File: src/rtl/rxsg_pkg.sv
package rxsg_pkg;

    // descriptor flag positions inside the 16-bit status half
    localparam int FLG_EMPTY = 15;
    localparam int FLG_WRAP  = 13;
    localparam int FLG_LAST  = 11;
    localparam int FLG_LONG  = 5;
    localparam int FLG_TRUNC = 0;

    localparam int DESC_STRIDE = 8;
    localparam int CHK_BYTES   = 4;

    typedef enum logic [3:0] {
        ST_IDLE,
        ST_ARM,
        ST_CHECK,
        ST_GETFLG,
        ST_GETPTR,
        ST_FILL,
        ST_PUTWORD,
        ST_PUTDESC,
        ST_REEVAL,
        ST_DRAIN
    } rxsg_state_e;

    typedef struct packed {
        logic [15:0] flags;
        logic [15:0] count;
    } desc_word_t;

    // check value byte i, most significant first
    function automatic logic [7:0] chk_byte(input logic [31:0] v, input logic [1:0] i);
        return v[8*(3-int'(i)) +: 8];
    endfunction

endpackage

File: src/rtl/rxsg_sizer.sv
module rxsg_sizer #(
    parameter int LEN_W     = 12,
    parameter int SZ_W      = LEN_W + 1,
    parameter int MAX_STORE = 2032
) (
    input  logic [LEN_W-1:0] hdr_len,
    input  logic [15:0]      lim,
    output logic [SZ_W-1:0]  store_sz,
    output logic [SZ_W-1:0]  pay_cnt,
    output logic [LEN_W-1:0] tail_drop,
    output logic [15:0]      err_flags
);
    import rxsg_pkg::*;

    logic [SZ_W-1:0] raw_sz;
    logic            cut;
    logic            too_long;

    always_comb begin
        raw_sz    = SZ_W'(hdr_len) + SZ_W'(CHK_BYTES);
        cut       = 32'(raw_sz) > 32'(MAX_STORE);
        store_sz  = cut ? SZ_W'(MAX_STORE) : raw_sz;
        too_long  = cut || (32'(store_sz) > 32'(lim));
        pay_cnt   = store_sz - SZ_W'(CHK_BYTES);
        tail_drop = LEN_W'(SZ_W'(hdr_len) - pay_cnt);
        err_flags = '0;
        err_flags[FLG_TRUNC] = cut;
        err_flags[FLG_LONG]  = too_long;
    end

endmodule

File: src/rtl/rxsg_packer.sv
module rxsg_packer (
    input  logic        clk,
    input  logic        rst,
    input  logic        clr,
    input  logic        put,
    input  logic [1:0]  lane,
    input  logic [7:0]  din,
    output logic [31:0] word,
    output logic [3:0]  be
);
    // big-endian lanes: lane 0 lands in bits 31:24
    for (genvar g = 0; g < 4; g++) begin : g_lane
        logic [7:0] byte_q;
        logic       vld_q;
        always_ff @(posedge clk) begin
            if (rst || clr) begin
                byte_q <= '0;
                vld_q  <= 1'b0;
            end else if (put && lane == 2'(g)) begin
                byte_q <= din;
                vld_q  <= 1'b1;
            end
        end
        assign word[31-8*g -: 8] = byte_q;
        assign be[3-g]           = vld_q;
    end

endmodule

File: src/rtl/rxsg_scatter.sv
module rxsg_scatter #(
    parameter int AW        = 32,
    parameter int LEN_W     = 12,
    parameter int BUF_W     = 11,
    parameter int MAX_STORE = 2032
) (
    input  logic             clk,
    input  logic             rst,
    input  logic [AW-1:0]    ring_base,
    input  logic [BUF_W-1:0] buf_size,
    input  logic [15:0]      max_frm_len,
    input  logic             ring_init,
    input  logic             rx_arm,
    input  logic             hdr_valid,
    output logic             hdr_ready,
    input  logic [LEN_W-1:0] hdr_len,
    input  logic [31:0]      hdr_crc,
    input  logic             din_valid,
    output logic             din_ready,
    input  logic [7:0]       din_data,
    output logic             mem_req,
    output logic             mem_we,
    output logic [AW-1:0]    mem_addr,
    output logic [31:0]      mem_wdata,
    output logic [3:0]       mem_be,
    input  logic             mem_ack,
    input  logic [31:0]      mem_rdata,
    output logic             rx_active,
    output logic [AW-1:0]    cur_desc,
    output logic             ev_rx_buf,
    output logic             ev_rx_frame
);
    import rxsg_pkg::*;

    localparam int SZ_W = LEN_W + 1;
    localparam int CW   = (SZ_W > BUF_W) ? SZ_W : BUF_W;

    rxsg_state_e      state_q;
    logic [AW-1:0]    cur_q, walk_q, dptr_q;
    logic [SZ_W-1:0]  want_q, rem_q, sidx_q, pay_q, store_q;
    logic [LEN_W-1:0] len_q, drop_q, trdrop_q;
    logic [15:0]      err_q, dflags_q;
    logic [31:0]      crc_q;
    logic [BUF_W-1:0] nbuf_q, bofs_q;
    logic             active_q, evb_q, evf_q;

    logic [SZ_W-1:0]  sz_store, sz_pay;
    logic [LEN_W-1:0] sz_drop;
    logic [15:0]      sz_err;

    rxsg_sizer #(.LEN_W(LEN_W), .SZ_W(SZ_W), .MAX_STORE(MAX_STORE)) u_sizer (
        .hdr_len   (hdr_len),
        .lim       (max_frm_len),
        .store_sz  (sz_store),
        .pay_cnt   (sz_pay),
        .tail_drop (sz_drop),
        .err_flags (sz_err)
    );

    // byte source: payload from the stream, then the check value
    logic       from_pay, take;
    logic [7:0] fill_byte;
    logic [1:0] chk_idx;
    logic       pk_clr;
    logic [31:0] pk_word;
    logic [3:0]  pk_be;

    always_comb begin
        from_pay  = sidx_q < pay_q;
        chk_idx   = 2'(sidx_q - pay_q);
        fill_byte = from_pay ? din_data : chk_byte(crc_q, chk_idx);
        take      = (state_q == ST_FILL) && (!from_pay || din_valid);
        pk_clr    = (state_q == ST_PUTWORD) && mem_ack;
    end

    rxsg_packer u_packer (
        .clk  (clk),
        .rst  (rst),
        .clr  (pk_clr),
        .put  (take),
        .lane (bofs_q[1:0]),
        .din  (fill_byte),
        .word (pk_word),
        .be   (pk_be)
    );

    // derived quantities
    logic [CW-1:0]    rem_c, bs_c, want_c, nb_c;
    logic             last_buf, rd_empty, rd_wrap;
    logic [BUF_W-1:0] bofs_nx, wofs;
    logic [15:0]      new_flags;
    desc_word_t       wb_word;

    always_comb begin
        rem_c     = CW'(rem_q);
        bs_c      = CW'(buf_size);
        want_c    = CW'(want_q);
        nb_c      = (rem_c < bs_c) ? rem_c : bs_c;
        last_buf  = rem_c == CW'(nbuf_q);
        rd_empty  = mem_rdata[16 + FLG_EMPTY];
        rd_wrap   = mem_rdata[16 + FLG_WRAP];
        bofs_nx   = bofs_q + BUF_W'(1);
        wofs      = bofs_q - BUF_W'(1);
        new_flags = dflags_q;
        new_flags[FLG_EMPTY] = 1'b0;
        if (last_buf) begin
            new_flags = new_flags | err_q;
            new_flags[FLG_LAST] = 1'b1;
        end
        wb_word.flags = new_flags;
        wb_word.count = 16'(nbuf_q);
    end

    function automatic logic [AW-1:0] next_desc(input logic [AW-1:0] a, input logic wrap);
        return wrap ? ring_base : a + AW'(DESC_STRIDE);
    endfunction

    // memory port
    always_comb begin
        mem_req   = 1'b0;
        mem_we    = 1'b0;
        mem_addr  = walk_q;
        mem_wdata = '0;
        mem_be    = 4'hF;
        unique case (state_q)
            ST_ARM, ST_REEVAL: begin
                mem_req  = 1'b1;
                mem_addr = cur_q;
            end
            ST_CHECK, ST_GETFLG: mem_req = 1'b1;
            ST_GETPTR: begin
                mem_req  = 1'b1;
                mem_addr = walk_q + AW'(4);
            end
            ST_PUTWORD: begin
                mem_req   = 1'b1;
                mem_we    = 1'b1;
                mem_addr  = dptr_q + AW'({wofs[BUF_W-1:2], 2'b00});
                mem_wdata = pk_word;
                mem_be    = pk_be;
            end
            ST_PUTDESC: begin
                mem_req   = 1'b1;
                mem_we    = 1'b1;
                mem_wdata = wb_word;
            end
            default: ;
        endcase
    end

    assign hdr_ready   = (state_q == ST_IDLE) && !ring_init && !rx_arm;
    assign din_ready   = ((state_q == ST_FILL) && from_pay) || (state_q == ST_DRAIN);
    assign rx_active   = active_q;
    assign cur_desc    = cur_q;
    assign ev_rx_buf   = evb_q;
    assign ev_rx_frame = evf_q;

    always_ff @(posedge clk) begin
        if (rst) begin
            state_q  <= ST_IDLE;
            cur_q    <= '0;
            walk_q   <= '0;
            dptr_q   <= '0;
            want_q   <= '0;
            rem_q    <= '0;
            sidx_q   <= '0;
            pay_q    <= '0;
            store_q  <= '0;
            len_q    <= '0;
            drop_q   <= '0;
            trdrop_q <= '0;
            err_q    <= '0;
            dflags_q <= '0;
            crc_q    <= '0;
            nbuf_q   <= '0;
            bofs_q   <= '0;
            active_q <= 1'b0;
            evb_q    <= 1'b0;
            evf_q    <= 1'b0;
        end else begin
            evb_q <= 1'b0;
            evf_q <= 1'b0;
            unique case (state_q)
                ST_IDLE: begin
                    if (ring_init) begin
                        cur_q    <= ring_base;
                        active_q <= 1'b0;
                    end else if (rx_arm) begin
                        if (!active_q) state_q <= ST_ARM;
                    end else if (hdr_valid) begin
                        len_q    <= hdr_len;
                        crc_q    <= hdr_crc;
                        store_q  <= sz_store;
                        pay_q    <= sz_pay;
                        trdrop_q <= sz_drop;
                        err_q    <= sz_err;
                        want_q   <= sz_store;
                        walk_q   <= cur_q;
                        if (!active_q) begin
                            drop_q  <= hdr_len;
                            state_q <= (hdr_len != '0) ? ST_DRAIN : ST_IDLE;
                        end else begin
                            state_q <= ST_CHECK;
                        end
                    end
                end
                ST_ARM: if (mem_ack) begin
                    active_q <= rd_empty;
                    state_q  <= ST_IDLE;
                end
                ST_CHECK: if (mem_ack) begin
                    if (!rd_empty) begin
                        drop_q  <= len_q;
                        state_q <= (len_q != '0) ? ST_DRAIN : ST_IDLE;
                    end else if (want_c < bs_c) begin
                        walk_q  <= cur_q;
                        rem_q   <= store_q;
                        sidx_q  <= '0;
                        drop_q  <= trdrop_q;
                        state_q <= ST_GETFLG;
                    end else begin
                        want_q <= SZ_W'(want_c - bs_c);
                        walk_q <= next_desc(walk_q, rd_wrap);
                    end
                end
                ST_GETFLG: if (mem_ack) begin
                    dflags_q <= mem_rdata[31:16];
                    state_q  <= ST_GETPTR;
                end
                ST_GETPTR: if (mem_ack) begin
                    dptr_q  <= AW'(mem_rdata) & ~AW'(3);
                    nbuf_q  <= BUF_W'(nb_c);
                    bofs_q  <= '0;
                    state_q <= ST_FILL;
                end
                ST_FILL: if (take) begin
                    sidx_q <= sidx_q + SZ_W'(1);
                    bofs_q <= bofs_nx;
                    if (bofs_q[1:0] == 2'd3 || bofs_nx == nbuf_q) state_q <= ST_PUTWORD;
                end
                ST_PUTWORD: if (mem_ack) begin
                    state_q <= (bofs_q == nbuf_q) ? ST_PUTDESC : ST_FILL;
                end
                ST_PUTDESC: if (mem_ack) begin
                    evf_q  <= last_buf;
                    evb_q  <= !last_buf;
                    rem_q  <= rem_q - SZ_W'(nbuf_q);
                    walk_q <= next_desc(walk_q, dflags_q[FLG_WRAP]);
                    if (last_buf) begin
                        cur_q   <= next_desc(walk_q, dflags_q[FLG_WRAP]);
                        state_q <= ST_REEVAL;
                    end else begin
                        state_q <= ST_GETFLG;
                    end
                end
                ST_REEVAL: if (mem_ack) begin
                    active_q <= rd_empty;
                    state_q  <= (drop_q != '0) ? ST_DRAIN : ST_IDLE;
                end
                ST_DRAIN: if (din_valid) begin
                    drop_q <= drop_q - LEN_W'(1);
                    if (drop_q == LEN_W'(1)) state_q <= ST_IDLE;
                end
                default: state_q <= ST_IDLE;
            endcase
        end
    end

    // a stalled request keeps its address and direction
    a_r12_req_held: assert property (@(posedge clk) disable iff (rst)
        mem_req && !mem_ack |=> mem_req && $stable(mem_addr) && $stable(mem_we));

    // a frame event follows an accepted write carrying the last flag
    a_r9_frame_after_last: assert property (@(posedge clk) disable iff (rst)
        ev_rx_frame |-> $past(mem_req && mem_we && mem_ack && mem_wdata[16 + FLG_LAST]));

    // a buffer event follows a non-last write-back with empty cleared
    a_r9_buf_not_last: assert property (@(posedge clk) disable iff (rst)
        ev_rx_buf |-> $past(mem_req && mem_we && mem_ack
                            && !mem_wdata[16 + FLG_LAST] && !mem_wdata[16 + FLG_EMPTY]));

    // arming only follows a completed read that saw the empty bit
    a_r11_arm_from_read: assert property (@(posedge clk) disable iff (rst)
        $rose(rx_active) |-> $past(mem_req && mem_ack && !mem_we && mem_rdata[16 + FLG_EMPTY]));

    // every data word write enables at least one byte
    a_r7_data_be: assert property (@(posedge clk) disable iff (rst)
        (state_q == ST_PUTWORD) |-> mem_be != 4'h0);

    // discarding never runs past the announced bytes
    a_r13_drain_bounded: assert property (@(posedge clk) disable iff (rst)
        (state_q == ST_DRAIN) |-> drop_q != '0);

endmodule

File: config.mk
export PLATFORM = sky130hd
export DESIGN_NAME = rxsg_scatter
export DESIGN_NICKNAME = d
export VERILOG_FILES = /design/src/rtl/rxsg_pkg.sv /design/src/rtl/rxsg_sizer.sv /design/src/rtl/rxsg_packer.sv /design/src/rtl/rxsg_scatter.sv
export SDC_FILE = /design/constraint.sdc
export NUM_CORES = 1
export LEC_CHECK = 0
export BUFFER_PORTS_ARGS = -buffer_cell sky130_fd_sc_hd__buf_4
export CAP_MARGIN = 20
export CORE_ASPECT_RATIO = 0.5
export CORE_UTILIZATION = 30
export CTS_BUF_LIST = sky130_fd_sc_hd__clkbuf_8
export DETAILED_ROUTE_END_ITERATION = 7
export GPL_TIMING_DRIVEN = 1
export SLEW_MARGIN = 20
export SYNTH_ARGS = -nofsm -noshare
export SYNTH_HDL_FRONTEND = slang
export SYNTH_SLANG_ARGS = --single-unit
File: constraint.sdc
create_clock -name clk -period 5.6 [get_ports clk]
set_clock_uncertainty 0.1 [all_clocks]
set_input_delay 0.28 -clock clk [delete_from_list [all_inputs] [get_ports clk]]
set_output_delay 0.28 -clock clk [all_outputs]
set_load 0.01 [all_outputs]
---- Word level (Yosys, flattened, before mapping) ----
Cells that the tools add are included.
word-level totals
  bits of input ports ..................... 150
  flip-flop bits (word level) ............. 309
  output and inout bits ................... 107
  logic and storage cells ................. 219
cells by class
  equal/unequal tests ..................... 40
  bitwise operators ....................... 5
  shift-type cells ........................ 1
  $add $sub $neg .......................... 14
  magnitude comparators ................... 5
  reduce and logical (&&, ||, !) cells .... 47
  multiplexer cells ....................... 79
operators by type and width
  cell                   number
  $mux 32                12
  $mux 13                15
  $pmux 32 s3            2
  $pmux 32 s2            2
  $mux 12                8
  $mux 4                 23
  $pmux 13 s2            3
  $pmux 4 s10            1
  $pmux 12 s3            1
  $reduce_bool 12->1     3
  $ne 2x2->1 const B     17
  $mux 11                3
  $add 32x11->32         1
  $add 32x3->32 const B  1
  $add 32x4->32 const B  1
  $shiftx 32x6->8        1
  $lt 13x11->1           2
  $sub 13x11->13         2
  $eq 11x11->1           2
  $pmux 11 s2            1
  $eq 4x3->1 const B     4
  $gt 13x16->1           1
  $mux 15                1
  $or 15x6->15           1
  42 further kinds       83

---- Longest topological paths before layout ----
  word-level depth ........................ 7
  mapped depth ............................ 22
  depth with buffers taken out ............ 19

---- Cells and area by module ----
Synthesis repeated with hierarchy kept, for this count alone.
unflattened totals
  cell total of the unflattened synthesis .. 2900
  area, all modules ....................... 21692.1 um^2
modules (own cells, without submodules)
  module        instances  area an instance (um^2)  seq. area each (um^2)  cells each
  rxsg_scatter  1          18530.3                  5725.5                 2536
  rxsg_sizer    1          1597.8                   0.0                    228
  rxsg_packer   1          1564.0                   720.7                  136

---- Least setup slack after synthesis ----
OpenSTA, ideal clock, no wires.
  path kind ............................... in2reg
  start ................................... input hdr_len[2]
  end ..................................... register trdrop_q[11]
  setup time .............................. 120 ps
  slack ................................... 1078 ps
  required time ........................... 5380 ps
  path buffers ............................ 1
  stages .................................. 19
  arrival ................................. 4302 ps
  cell sequence ........................... ha_1 or2b_2 nor4_4 nor2_4 or2_1 buf_4 nor2_1 inv_1 ha_1 ha_1 a21o_2 a21o_1 o221ai_1 maj3_2 a21oi_2 maj3_2 maj3_2 a21o_1 a211o_1
between the ends
  word-level cells in the longest chain between the ends .. 5
RTL lines
  element               line                 text
  start, declared       rxsg_scatter.sv:16   input logic [LEN_W-1:0] hdr_len,
  $add 12x3->13 (*)     rxsg_sizer.sv:20     raw_sz = SZ_W'(hdr_len) + SZ_W'(CHK_BYTES);
  $gt 13x11->1          rxsg_sizer.sv:21     cut = 32'(raw_sz) > 32'(MAX_STORE);
  $mux 13 (*)           rxsg_sizer.sv:22     store_sz = cut ? SZ_W'(MAX_STORE) : raw_sz;
  via sz_store[2]       rxsg_scatter.sv:47   logic [SZ_W-1:0] sz_store, sz_pay;
  $sub 13x3->13 (*)     rxsg_sizer.sv:24     pay_cnt = store_sz - SZ_W'(CHK_BYTES);
  via sz_pay[2]         rxsg_scatter.sv:47
  $sub 12x12->12 (*)    rxsg_sizer.sv:25     tail_drop = LEN_W'(SZ_W'(hdr_len) - pay_cnt);
  end signal, assigned  rxsg_scatter.sv:195  trdrop_q <= sz_drop;
  end, declared         rxsg_scatter.sv:41   logic [LEN_W-1:0] len_q, drop_q, trdrop_q;
Mark *: on every way through the listed nets, which the timed path passes. The rest lies on a longest branch.
A chain may end at the register's enable or synchronous reset.

---- Final worst setup path ----
  start ................................... register bofs_q[0]
  end ..................................... output mem_addr[28]
between the ends
  word-level cells in the longest chain between the ends .. 3
RTL lines
  element                 line                 text
  start, declared         rxsg_scatter.sv:44   logic [BUF_W-1:0] nbuf_q, bofs_q;
  start signal, assigned  rxsg_scatter.sv:238  bofs_q <= bofs_nx;
  $sub 11x1->11           rxsg_scatter.sv:103  wofs = bofs_q - BUF_W'(1);
  $add 32x11->32          rxsg_scatter.sv:138  mem_addr = dptr_q + AW'({wofs[BUF_W-1:2], 2'b00});
  $pmux 32 s3             rxsg_scatter.sv:125  unique case (state_q)
  end, declared           rxsg_scatter.sv:23   output logic [AW-1:0] mem_addr,
No other way between the ends.

==> flow_metrics.py <==
metrics = {
    "timing": {
        "fin_crit_sh_pct": 94.1,
        "max_freq_mhz": 190,
        "tightest_slew_ps": 1070,
        "min_period_ps": 5270,
        "maxSlewViolCount": 0,
        "hold_viol": 0,
        "max-slew-margin-rel_pct": 28.6,
        "setup_tns_ps": 0,
        "rsz0062_at_grt": "no",
        "timing.hold.ws_ps": 31.7,
        "setup_viol": 0,
    },
    "clock_tree": {
        "root_buffer": "clkbuf_8",
        "clock_latency_ps": 640,
        "clk_pin_slew_worst_paths_ps": 60,
        "cts.path.max_buffers": 3,
        "htree_levels": 2,
        "cts.sinks": 307,
        "cts_tree": "built",
        "cts-buffers-inserted": 53,
    },
    "setup_path": {
        "ff2ff_setup_slack_ps": 1630,
        "ff2ff_path_depth": 13,
        "worstPathCellList": "inv_1, ha_1, xor2_1, ha_1, inv_1, fa_1, nor2b_1, o21ai_0, a21boi_0, o21ai_0, a21oi_1, o21bai_1, a211oi_1, nand2_1, xor2_1, o221ai_1, o21a_1, buf_4",
        "start_kind": "flop",
        "rr_endpoint": "walk_q[28]",
        "cp_slowest_cell": "a211oi_1",
        "crit_type": "reg -> out",
        "cpPeakStageDelay_ps": 550,
        "r2r_start": "want_c[1]",
        "critPathMaxFanout": 9,
        "endpoint_kind": "primary output",
        "cp.required_ps": 5220,
        "startpoint": "bofs_q[0]",
        "arrival_ps": 4890,
        "worstSetupEndpoint": "mem_addr[28]",
    },
    "grt": {
        "overflow": 0,
        "globalRouteMet2Util_pct": 35.6,
        "grt_max_degree": 143,
        "first_global_vias": 19800,
        "grt_pass1_wl_mm": 111,
        "grtUsageTotal_pct": 20.4,
        "use_met3_pct": 2.87,
        "globalRoute.busiestLayer": "met2",
        "globalRouteMet1Util_pct": 25.5,
        "antenna_found_initial": 0,
    },
    "layout": {
        "final_util_pct": 37.9,
        "fin_nets": 3244,
        "syn_to_final_growth_pct": 23.5,
        "final_common_cell": "nand2_1",
        "final_cell_mix": "nand2_1 (414), nor2_1 (355), dfxtp_1 (307)",
        "final_cell_area_um2": 24900,
        "regArea_um2": 6150,
        "filler_cell_count": 6851,
        "multiInputGateArea_um2": 12800,
        "antennaDiodeCount": 0,
        "drive_gt1_share_pct": 14.8,
    },
    "yosys": {
        "synth-warning-count": 0,
        "ys.flop_type": "dfxtp_1",
        "synth.avg_cell_area_um2": 7.33,
        "netlist_area_um2": 20100,
        "synth-seq-area-share_pct": 30.5,
        "async_flop_share_pct": 0,
        "netlist_instances": 2749,
        "ys_ff_latch": 307,
        "synth-edff-count": 0,
        "synth_cell_types": 87,
    },
    "floorplan": {
        "initial_core_util_pct": 30.7,
        "dieArea_um2": 68200,
        "io_pins": 257,
        "core_um2": 65700,
        "die_w_um": 368,
        "die_h_um": 185,
        "rows": 66,
    },
    "drt": {
        "wl_per_cell_um": 18.5,
        "wl_mm": 72.5,
        "drc": 0,
        "vias": 21000,
        "drtIter0Drc": 1630,
        "via_per_inst": 5.34,
        "first_pass_iters": 6,
        "antenna_left": 0,
    },
    "worst_hold_path": {
        "hp-class": "in -> reg",
    },
    "placed_design": {
        "dpl.hpwl_mm": 51.2,
        "port_buffers": 254,
        "gp_congestion": 0.932,
        "placed_cell_area_um2": 22700,
    },
    "run": {
        "maxCapViolCount": 0,
    },
    "power_and_ir_drop": {
        "p_leak_nw": 9.57,
        "vdd_drop_max_uv": 194,
        "powerDensity_nw_per_um2": 324,
    },
    "status": {
        "status": "finished clean",
    },
}
[sequential cells by signal (all words and copies together), names as in the netlist, 12 cells and up]
| signal | count |
|---|---|
| trdrop_q | 12 |
| sidx_q | 13 |
| drop_q | 12 |
| pay_q | 13 |
| cur_desc | 32 |
| crc_q | 32 |
| dptr_q | 30 |
| u_packer.g_lane.byte_q | 32 |
| len_q | 12 |
| walk_q | 32 |
| dflags_q | 15 |
| rem_c | 13 |
| want_c | 13 |
[worst max-delay path: cells and delay by family, from the launching register on]
kind | cells | cell delay, ps
xor+xnor | 2 | 340
buf+inv | 3 | 330
fa+ha+maj | 3 | 850
compound gates | 8 | 1970
flops | 1 | 540
simple gates | 2 | 250
[per-stage QoR]
step           setup slack, ps  cells  power [mW]
2_1_floorplan             1080   2750        4.76
3_3_place_gp               592   3718        5.89
3_5_place_dp               561   3719        5.92
4_1_cts                    407   3928        8.06
5_1_grt                   35.7   3928        8.54
6_report                   332   3928        8.05
[timing repair]
item,CTS,global route
endpoints found under the setup margin,0,0
hold buffers,116,0
buffers inserted,0,0
hold endpoints to repair,138,0
resized for setup,0,0
[layout make-up]
| type | count | share of cell area, % |
|---|---|---|
| Clock buffer | 66 | 3.65 |
| Clock inverter | 27 | 0.473 |
| Inverter | 94 | 1.42 |
| Multi-Input combinational cell | 2143 | 51.6 |
| Sequential cell | 307 | 24.7 |
| Tap cell | 884 | 4.45 |
| Timing Repair Buffer | 407 | 13.7 |
[Yosys cell counts (all sizes together) (8+ instances only)]
| library cell | count | area (um2) |
|---|---|---|
| nand2 | 416 | 1560 |
| nor2 | 359 | 1360 |
| dfxtp | 307 | 6150 |
| a21oi | 252 | 1270 |
| clkbuf | 181 | 719 |
| o21ai | 162 | 811 |
| nor3 | 112 | 566 |
| inv | 94 | 353 |
| a211oi | 87 | 658 |
| ha | 85 | 1060 |
| xnor2 | 79 | 692 |
| xor2 | 53 | 464 |
| nand3 | 46 | 230 |
| mux2 | 38 | 428 |
| and3 | 37 | 231 |
| mux2i | 31 | 310 |
| a221oi | 27 | 236 |
| buf | 25 | 148 |
| nor4 | 25 | 171 |
| nand4 | 24 | 165 |
| nand2b | 23 | 144 |
| and2 | 20 | 125 |
| a21o | 18 | 136 |
| o21a | 18 | 135 |
| a22o | 15 | 133 |
| o22ai | 15 | 93.8 |
| a222oi | 14 | 140 |
| a311oi | 12 | 105 |
| o211ai | 12 | 90.1 |
| a21boi | 11 | 82.6 |
| o2111ai | 11 | 96.3 |
| a31oi | 10 | 62.6 |
| nor2b | 10 | 62.6 |
| o221ai | 10 | 87.6 |
| or3 | 9 | 56.3 |
| mux4 | 8 | 180 |
[layer usage]
layer,routed length [um],vias to the layer above
met5,0,-
met4,2410,0
met3,3940,139
met2,35200,636
met1,30900,9986
li1,-,10200
[cells by family after synthesis]
family          Yosys count  share of synthesized area [%]
flops                   307                           30.5
fa+ha+maj                94                           5.91
compound gates          720                           22.5
simple gates           1117                           24.6
xor+xnor                132                           5.74
other cells               2                         0.0373
buf+inv                 300                           6.06
mux                      77                           4.56
[where the power goes]
part	switching (mW)	internal (mW)	leakage [nW]	total (mW)
logic	1.92	1.34	6.48	3.26
registers	0.325	2.42	2.49	2.74
clock network	0.999	1.05	0.598	2.05
[worst min-delay path by stage]
stage | slack, ps | end | cells after the start | startpoint
2_1_floorplan | 320 | crc_q[0] | 2 | hdr_crc[0]
3_3_place_gp | 340 | trdrop_q[3] | 2 | trdrop_q[3]
3_5_place_dp | 340 | crc_q[17] | 2 | crc_q[17]
4_1_cts | 1 | cur_desc[17] | 5 | ring_base[17]
5_1_grt | 50 | cur_desc[17] | 5 | ring_base[17]
6_report | 30 | cur_desc[17] | 5 | ring_base[17]
(Power assumes the default switching activity.)
